===== config.mk =====
export PLATFORM = sky130hd
export DESIGN_NAME = gpo_pin_select
export DESIGN_NICKNAME = d
export VERILOG_FILES = /design/src/rtl/gpo_pkg.sv /design/src/rtl/gpo_clk_divider.sv /design/src/rtl/gpo_source_mux.sv /design/src/rtl/gpo_pin_select.sv
export SDC_FILE = /design/constraint.sdc
export NUM_CORES = 1
export LEC_CHECK = 0
export BUFFER_PORTS_ARGS = -buffer_cell sky130_fd_sc_hd__clkbuf_2
export CORE_MARGIN = 10
export CORE_UTILIZATION = 45
export CTS_CLUSTER_DIAMETER = 150
export CTS_CLUSTER_SIZE = 40
export DETAILED_ROUTE_END_ITERATION = 10
export PLACE_DENSITY = 0.76
export SYNTH_ARGS = -nofsm -noshare
export SYNTH_HDL_FRONTEND = slang
export SYNTH_HIERARCHICAL = 1
export SYNTH_SLANG_ARGS = --single-unit

===== constraint.sdc =====
create_clock -name clk -period 1.7 [get_ports clk]
set_input_delay 0.17 -clock clk [delete_from_list [all_inputs] [get_ports clk]]
set_output_delay 0.17 -clock clk [all_outputs]
set_load 0.01 [all_outputs]

===== src/rtl/gpo_pkg.sv =====
`timescale 1ns/1ps
package gpo_pkg;

  localparam int unsigned GPO_SEL_W   = 3;
  localparam int unsigned GPO_CODE_W  = 3;
  localparam int unsigned GPO_MAX_LOG = 4;

  typedef enum logic [GPO_SEL_W-1:0] {
    SRC_CLK_OR_SDO = 3'd0,
    SRC_SDO        = 3'd1,
    SRC_CLK        = 3'd2,
    SRC_RSV_A      = 3'd3,
    SRC_RSV_B      = 3'd4,
    SRC_OSC_MISS   = 3'd5,
    SRC_PLL_RDY    = 3'd6,
    SRC_TX_BIT     = 3'd7
  } gpo_src_e;

  // log2 of the divide ratio: the code itself, clipped at the ceiling
  function automatic int unsigned div_log2(input int unsigned code,
                                           input int unsigned ceiling);
    return (code > ceiling) ? ceiling : code;
  endfunction

  // length of one divided period in reference cycles
  function automatic int unsigned div_len(input int unsigned code,
                                          input int unsigned ceiling);
    return 1 << div_log2(code, ceiling);
  endfunction

endpackage


===== src/rtl/gpo_clk_divider.sv =====
`timescale 1ns/1ps
module gpo_clk_divider
  import gpo_pkg::*;
#(
  parameter int unsigned CODE_W  = GPO_CODE_W,
  parameter int unsigned MAX_LOG = GPO_MAX_LOG,
  localparam int unsigned CNT_W  = (MAX_LOG < 1) ? 1 : MAX_LOG,
  localparam int unsigned LEN_W  = CNT_W + 1
) (
  input  logic              clk,
  input  logic              rst_n,
  input  logic              clk_en,
  input  logic [CODE_W-1:0] div_code,
  output logic              clk_out,
  output logic              period_end
);

  logic [CNT_W-1:0]  cnt_q;
  logic [CNT_W-1:0]  cnt_inc;
  logic [CODE_W-1:0] code_q;
  logic              run_q;
  logic              dclk_q;
  logic [LEN_W-1:0]  len_cur;
  logic [LEN_W-1:0]  half_cur;
  logic              wrap;
  logic              bypass;

  always_comb begin
    len_cur  = LEN_W'(div_len(int'(code_q), MAX_LOG));
    half_cur = len_cur >> 1;
    cnt_inc  = cnt_q + CNT_W'(1);
    wrap     = !run_q || ({1'b0, cnt_q} == (len_cur - LEN_W'(1)));
    bypass   = (div_log2(int'(code_q), MAX_LOG) == 0);
  end

  // event: a new divided period begins on the coming edge
  assign period_end = clk_en && run_q && wrap;

  always_ff @(posedge clk or negedge rst_n) begin
    if (!rst_n) begin
      cnt_q  <= '0;
      code_q <= '0;
      run_q  <= 1'b0;
      dclk_q <= 1'b0;
    end else if (!clk_en) begin
      cnt_q  <= '0;
      code_q <= div_code;
      run_q  <= 1'b0;
      dclk_q <= 1'b0;
    end else begin
      run_q <= 1'b1;
      if (wrap) begin
        cnt_q  <= '0;
        code_q <= div_code;
        dclk_q <= 1'b1;
      end else begin
        cnt_q  <= cnt_inc;
        dclk_q <= ({1'b0, cnt_inc} < half_cur);
      end
    end
  end

  // divide-by-1 passes the reference, gated by a flag that changes at rising edges
  assign clk_out = bypass ? (clk & run_q) : dclk_q;

  assert_cnt_in_range_R1: assert property (@(posedge clk) disable iff (!rst_n)
    run_q |-> ({1'b0, cnt_q} < len_cur));

  assert_off_is_low_R6: assert property (@(posedge clk) disable iff (!rst_n)
    !clk_en |=> (!dclk_q && !run_q && (cnt_q == '0)));

  assert_start_high_R6: assert property (@(posedge clk) disable iff (!rst_n)
    (clk_en && !run_q) |=> (dclk_q && (cnt_q == '0)));

  assert_code_held_R7: assert property (@(posedge clk) disable iff (!rst_n)
    (clk_en && run_q && !wrap) |=> $stable(code_q));

  assert_rise_at_wrap_R7: assert property (@(posedge clk) disable iff (!rst_n)
    (clk_en && run_q && !wrap) |=> !$rose(dclk_q));

endmodule


===== src/rtl/gpo_source_mux.sv =====
`timescale 1ns/1ps
module gpo_source_mux
  import gpo_pkg::*;
(
  input  gpo_src_e sel,
  input  logic     clk_src,
  input  logic     cs_n,
  input  logic     sdo,
  input  logic     osc_missing,
  input  logic     pll_ready,
  input  logic     tx_bit,
  output logic     pin
);

  always_comb begin
    unique case (sel)
      SRC_CLK_OR_SDO: pin = cs_n ? clk_src : sdo;
      SRC_SDO:        pin = sdo;
      SRC_CLK:        pin = clk_src;
      SRC_OSC_MISS:   pin = osc_missing;
      SRC_PLL_RDY:    pin = pll_ready;
      SRC_TX_BIT:     pin = tx_bit;
      default:        pin = 1'b0;
    endcase
  end

endmodule


===== src/rtl/gpo_pin_select.sv =====
`timescale 1ns/1ps
module gpo_pin_select
  import gpo_pkg::*;
#(
  parameter int unsigned CODE_W  = GPO_CODE_W,
  parameter int unsigned MAX_LOG = GPO_MAX_LOG
) (
  input  logic                 clk,
  input  logic                 rst_n,
  input  logic [GPO_SEL_W-1:0] gpo_sel,
  input  logic [CODE_W-1:0]    div_code,
  input  logic                 clk_out_en,
  input  logic                 cs_n,
  input  logic                 sdo,
  input  logic                 osc_missing,
  input  logic                 pll_ready,
  input  logic                 tx_bit,
  output logic                 gpo
);

  logic     div_clk;
  logic     div_period_end;
  gpo_src_e sel_e;

  assign sel_e = gpo_src_e'(gpo_sel);

  gpo_clk_divider #(
    .CODE_W  (CODE_W),
    .MAX_LOG (MAX_LOG)
  ) u_div (
    .clk        (clk),
    .rst_n      (rst_n),
    .clk_en     (clk_out_en),
    .div_code   (div_code),
    .clk_out    (div_clk),
    .period_end (div_period_end)
  );

  gpo_source_mux u_mux (
    .sel         (sel_e),
    .clk_src     (div_clk),
    .cs_n        (cs_n),
    .sdo         (sdo),
    .osc_missing (osc_missing),
    .pll_ready   (pll_ready),
    .tx_bit      (tx_bit),
    .pin         (gpo)
  );

  assert_shared_sdo_R2: assert property (@(posedge clk) disable iff (!rst_n)
    (gpo_sel == 3'd0 && !cs_n) |-> (gpo == sdo));

  assert_sdo_path_R3: assert property (@(posedge clk) disable iff (!rst_n)
    (gpo_sel == 3'd1) |-> (gpo == sdo));

  assert_osc_flag_R4: assert property (@(posedge clk) disable iff (!rst_n)
    (gpo_sel == 3'd5) |-> (gpo == osc_missing));

  assert_reserved_low_R5: assert property (@(posedge clk) disable iff (!rst_n)
    (gpo_sel == 3'd3 || gpo_sel == 3'd4) |-> !gpo);

  assert_clk_off_R6: assert property (@(posedge clk) disable iff (!rst_n)
    (gpo_sel == 3'd2 && !clk_out_en) |=> (gpo_sel != 3'd2 || !gpo));

endmodule


**Word level (Yosys, flattened, before mapping)**

Index checks and enable logic that the tools add are counted.

- Bitwise operators: 1
- Eq/ne operators: 7
- Reduce and logical (&&, ||, !) cells: 4
- Shifts and indexed selects: 1
- $add $sub $neg: 2
- Magnitude comparators: 2
- Muxes and demuxes: 11

Operator list:

| operator | number |
|---|---|
| $logic_not 32->1 | 1 |
| $shl 1x32->5 const A | 1 |
| $eq 3x3->1 const B | 3 |
| $mux 3 | 3 |
| $mux 4 | 2 |
| $pmux 1 s6 | 1 |
| $eq 4x5->1 | 1 |
| $mux 1 | 5 |
| $sub 5x1->5 const B | 1 |
| $add 4x1->4 const B | 1 |
| $lt 4x4->1 | 1 |
| $eq 3x1->1 const B | 1 |
| $eq 3x2->1 const B | 1 |
| $gt 3x3->1 const B | 1 |
| $logic_not 3->1 | 1 |
| $ne 2x1->1 const B | 1 |
| $and 1x1->1 | 1 |
| $logic_not 1->1 | 1 |
| $logic_or 1x1->1 | 1 |

- Bits of input ports: 14
- Output and inout port bits: 1
- Register bits: 9

**Depth between registers and ports, before layout**

Gate-level depths: netlist of the first run.

- Depth in word-level cells: 8
- Gate-level depth with buffers: 7

**Cells and area by module**

Netlist of the first run, hierarchy kept.

By module, submodules not included:

| module | area an instance (µm²) | times used | cells an instance |
|---|---|---|---|
| gpo_clk_divider | 545.5 | 1 | 53 |
| gpo_source_mux | 60.1 | 1 | 9 |

==> results.yml, run 1 <==
status:
  status: "finished with violations"
  violations: "setup timing"
clock_tree:
  clk_pin_slew_worst_paths_ns: 0.07
  clkLatencyLatePin_ns: 0.39
  cts_tree: "built"
floorplanning:
  die_height_um: 56.5
  die_x_um: 56.5
  num_rows: 13
  boundaryPins: 15
  die_area_um2: 3200
  start_util_pct: 46.7
  fp.coreArea_um2: 1280
timing:
  rsz0062_at_grt: "yes"
  finalClockSkew_ns: 0.00429
  final_hold_viol_count: 0
  fmax_mhz: 510
  layout_min_cycle_time_ns: 1.96
  setup_slack_ns: -0.260
  finalMaxSlewViolations: 0
  finalCritPeriodShare_pct: 115
  max_slew.worst_pin.slew_ns: 0.379
  setup_violations: 10
  relSlewSlack_pct: 74.7
  tns_ns: -0.841
global_route:
  overflow: 0
  grt_usage_pct: 11.9
  grt_pass1_vias: 722
  grt_pass1_wl_um: 2920
  grt_max_degree: 10
  antenna_found_initial: 0
placed_design:
  port_buffers: 14
  dpl.hpwl_um: 1070
  placed_area_um2: 722
  routabilityCongestion: 0.872
route:
  highest_layer: "met4"
  drt_iter0_markers: 27
  detail-route-antenna-nets: 0
  totalWireLength_um: 2090
  vias: 651
  wl_per_cell_um: 18.3
  wl_met1_um: 832
  dr_wl_met3_um: 174
  drc: 0
  via_per_inst: 5.71
  drt_first_pass_iters: 4
  wl_met2_um: 1030
power:
  p_per_area_nw_per_um2: 716
  p_leak_nw: 0.472
  fin_total_pwr_w: 0.000720
  peakVddDrop_mv: 0.535
logic_synthesis:
  synth_area_per_cell_um2: 9.85
  yosys_warnings: 6
  synth_fp_nets: 79
  synth_cells: 61
  syn_area_um2: 601
critical_path:
  crit_path_end_kind: "output port"
  critPathRequiredTime_ns: 1.53
  critPathMaxFanout: 2
  reg2reg_depth: 7
  crit_type: "reg -> out"
  start_kind: "register"
  cp.arrival_ns: 1.79
final_layout:
  nNetsFinal: 118
  syn_to_final_growth_pct: 67.5
  fin_area_um2: 1010
  drive_gt1_share_pct: 62.6
  antenna_cells: 0
min_path:
  holdPathStages: 2
  min_path_type: "in -> reg"
flow_run:
  cap_viol_max_count: 0
-- through the flow --
| stage | std cells | hold slack, ns | setup WS, ns | utilization (%) |
|---|---|---|---|---|
| 5_1_grt | 114 | 0.0106 | -0.307 | 78.3 |
| 2_1_floorplan | 61 | -0.126 | 0.0475 | - |
| 3_5_place_dp | 94 | 0.0383 | -0.0603 | 56.2 |
| 6_report | 114 | 0.0187 | -0.260 | 78.3 |
| 4_1_cts | 108 | 0.00654 | -0.232 | 70.2 |
| 3_3_place_gp | 94 | 0.0366 | 0.0227 | 56.2 |
-- worst max-delay path, stage by stage, from the launching register on --
cell	delay, ns
dfrtp_1	0.40
buf_6	0.13
nor3_4	0.19
o21ai_1	0.09
nor3b_2	0.16
o32a_1	0.28
buf_2	0.14
-- cell usage in the layout (no fill, tap or decap), drive strengths merged --
master,instances
nand3b,1
a21o,1
nand3,4
and3,1
inv,4
clkbuf,19
xnor2,3
and2b,2
and4,1
mux2,2
a31oi,1
dlygate4sd3,2
and4bb,1
nand2,2
o21ai,3
a221oi,1
nor3b,2
a21oi,1
buf,18
o21bai,1
a22o,1
o32a,1
nor3,2
nor2b,3
xor2,1
dfrtp,9
a211oi,1
nor2,5
nor4,1
mux2i,1
ha,4
-- flip-flops by register name, indices dropped and copies added, names as in the netlist --
name / cells
u_div/code_q: 3
u_div/cnt_q: 4
u_div/dclk_q: 1
u_div/run_q: 1
-- layer usage --
layer,vias up,GRT usage [%]
li1,297,-
met1,312,10.2
met2,33,19.7
met3,9,6.74
met4,0,9.62
met5,-,0
-- cell type report --
type	count	area (um^2)
Clock buffer	7	46.3
Fill cell	83	279
Inverter	4	17.5
Multi-Input combinational cell	47	469
Sequential cell	9	230
Tap cell	15	18.8
Timing Repair Buffer	32	224
-- power by group --
group	switching [W]	internal, W
clock	0.000112	0.000153
sequential	0.0000137	0.000229
combinational	0.0000983	0.000114
-- what timing repair did --
action,in CTS,in global routing
hold endpoints to repair,10,0
setup endpoints to repair,4,9
hold buffers,2,0
setup buffers,6,6
pin swaps,8,11
resized for setup,17,13
-- path summary, 6_finish.rpt --
kind / from / endpoint / slack [ns]
min in group asynchronous: rst_n / u_div/cnt_q[3] / 0.17
worst max-delay path: u_div/code_q[2] / gpo / -0.26
worst min-delay path: div_code[0] / u_div/code_q[0] / 0.02
worst min register to register: u_div/cnt_q[0] / u_div/cnt_q[0] / 0.63
max in group asynchronous: rst_n / u_div/cnt_q[2] / 1.32
worst max register to register: u_div/code_q[2] / u_div/code_q[2] / -0.18
No activity file was read; power rests on OpenSTA's default activity.
==> run 2: changes to the inputs <==
==> constraint.sdc (replaced) <==
create_clock -name clk -period 1.7 [get_ports clk]
set_input_delay 0.085 -clock clk [delete_from_list [all_inputs] [get_ports clk]]
set_output_delay 0.085 -clock clk [all_outputs]
set_load 0.01 [all_outputs]
==> results.yml, run 2 (synthesized netlist as in run 1, its figures left out) <==
min_path:
  min_path_type: "in -> async"
floorplanning:
  die_x_um: 56.5
  die_area_um2: 3200
  fp.coreArea_um2: 1280
  num_rows: 13
  start_util_pct: 46.7
  die_height_um: 56.5
  boundaryPins: 15
status:
  violations: "setup timing"
  status: "finished with violations"
timing:
  finalClockSkew_ns: 0.00565
  fmax_mhz: 541
  layout_min_cycle_time_ns: 1.85
  finalCritPeriodShare_pct: 109
  relSlewSlack_pct: 78.1
  tns_ns: -0.249
  max_slew.worst_pin.slew_ns: 0.326
  setup_slack_ns: -0.149
  rsz0062_at_grt: "yes"
  setup_violations: 7
  finalMaxSlewViolations: 0
  final_hold_viol_count: 0
  whs_ns: 0.105
clock_tree:
  clkLatencyLatePin_ns: 0.37
  cts_tree: "built"
  clk_pin_slew_worst_paths_ns: 0.07
final_layout:
  nNetsFinal: 118
  final_common_cell: "clkbuf_2"
  largest_register_ffs: 4
  final_cell_mix: "clkbuf_2, buf_4"
  regMostFlops: "u_div/cnt_q"
  final_util_pct: 79.1
  drive_gt1_share_pct: 59.6
  antenna_cells: 0
  nFillCells: 77
  reg_top3: "u_div/cnt_q: 4 flops, u_div/code_q: 3 flops"
  syn_to_final_growth_pct: 69.2
route:
  via_per_inst: 5.74
  vias: 654
  drt_first_pass_iters: 4
  drc: 0
  detail-route-antenna-nets: 0
  wl_per_cell_um: 18.2
  totalWireLength_um: 2080
  drt_iter0_markers: 17
critical_path:
  critPathMaxFanout: 2
  path_cells: "buf_6 > nor3_4 > o21ai_1 > nor3b_2 > o32a_1 > buf_2"
  cp-endpoint: "gpo"
  critPathRequiredTime_ns: 1.62
  crit_path_end_kind: "output port"
  startpoint: "u_div/code_q[2]"
  r2r-end: "u_div/dclk_q"
  reg2reg_from: "u_div/cnt_q[0]"
  crit_type: "reg -> out"
  cp.arrival_ns: 1.76
  start_kind: "register"
  critical_path.max_stage_delay_ns: 0.40
  rrSetupSlack_ns: -0.04
  cpMaxStageDelayCell: "dfrtp_1"
  reg2reg_depth: 7
global_route:
  grt_pass1_wl_um: 3100
  grt_max_degree: 10
  grt_usage_pct: 12.5
  grt_pass1_vias: 776
  overflow: 0
  antenna_found_initial: 0
placed_design:
  port_buffers: 14
  dpl.hpwl_um: 1070
  routabilityCongestion: 0.872
flow_run:
  cap_viol_max_count: 0
power:
  p_leak_nw: 0.472
  p_per_area_nw_per_um2: 690
  peakVddDrop_mv: 0.536
run 2: cell count changes in the layout (fill, tap and decap cells not counted), moves of 2 or more:
cell,delta
nand3_2,-3
dlygate4sd3_1,+3
nand3_1,+2
buf_4,-4
run 2: layout make-up:
type                    instances  area, um^2  share of cell area, %
multi-input cells              47         469                   46.2
repair buffers                 32         235                   23.2
flip-flops and latches          9         231                   22.8
clock buffers                   7        46.3                   4.56
well taps                      15        18.8                   1.85
inverters                       4        15.0                   1.48
run 2: layer usage:
| metal | vias to the layer above | wire length [um] | GRT usage (%) | share of wire [%] |
|---|---|---|---|---|
| met2 | 34 | 1040 | 21.3 | 50 |
| met1 | 311 | 797 | 10.3 | 38 |
| met5 | - | 0 | 0 | 0 |
| met3 | 11 | 165 | 6.74 | 8.0 |
| met4 | 0 | 75 | 9.97 | 3.6 |
| li1 | 298 | - | - | - |
run 2: stage by stage:
stage | worst slack [ns] | cells | power [W] | area (um^2)
2_1_floorplan | 0.0475 | 61 | 0.000319 | 601
3_3_place_gp | 0.0227 | 94 | 0.000365 | 722
3_5_place_dp | -0.0603 | 94 | 0.000369 | 722
4_1_cts | -0.147 | 111 | 0.000654 | 932
5_1_grt | -0.219 | 114 | 0.000740 | 1020
6_report | -0.149 | 114 | 0.000701 | 1020
run 2: critical path: cells and delay by family, from the launching register on:
family,cells,cell delay (ns)
AOI/OAI and AO/OA,2,0.37
and+or+nand+nor,2,0.35
buffers and inverters,2,0.27
DFF,1,0.40
run 2: worst min path at each step:
stage                     start               to  slack (ns)
final                     rst_n   u_div/cnt_q[3]        0.11
after detailed placement  rst_n   u_div/cnt_q[0]       -0.05
after global placement    rst_n   u_div/cnt_q[3]       -0.05
after floorplan           rst_n   u_div/cnt_q[0]       -0.21
after global routing      rst_n  u_div/code_q[2]        0.12
after CTS                 rst_n      u_div/run_q         0.1
run 2: where the power goes:
group          switching (W)  internal [W]  total, W
logic              0.0000887      0.000111  0.000199
registers          0.0000154      0.000229  0.000244
clock network       0.000105      0.000153  0.000258
total               0.000209      0.000492  0.000701
run 2: timing repair:
item	4_1_cts	5_1_grt
endpoints found under the hold margin	14	0
resized for setup	17	14
pin swaps	8	7
buffers inserted	6	3
setup endpoints to repair	4	8
hold buffers	5	0
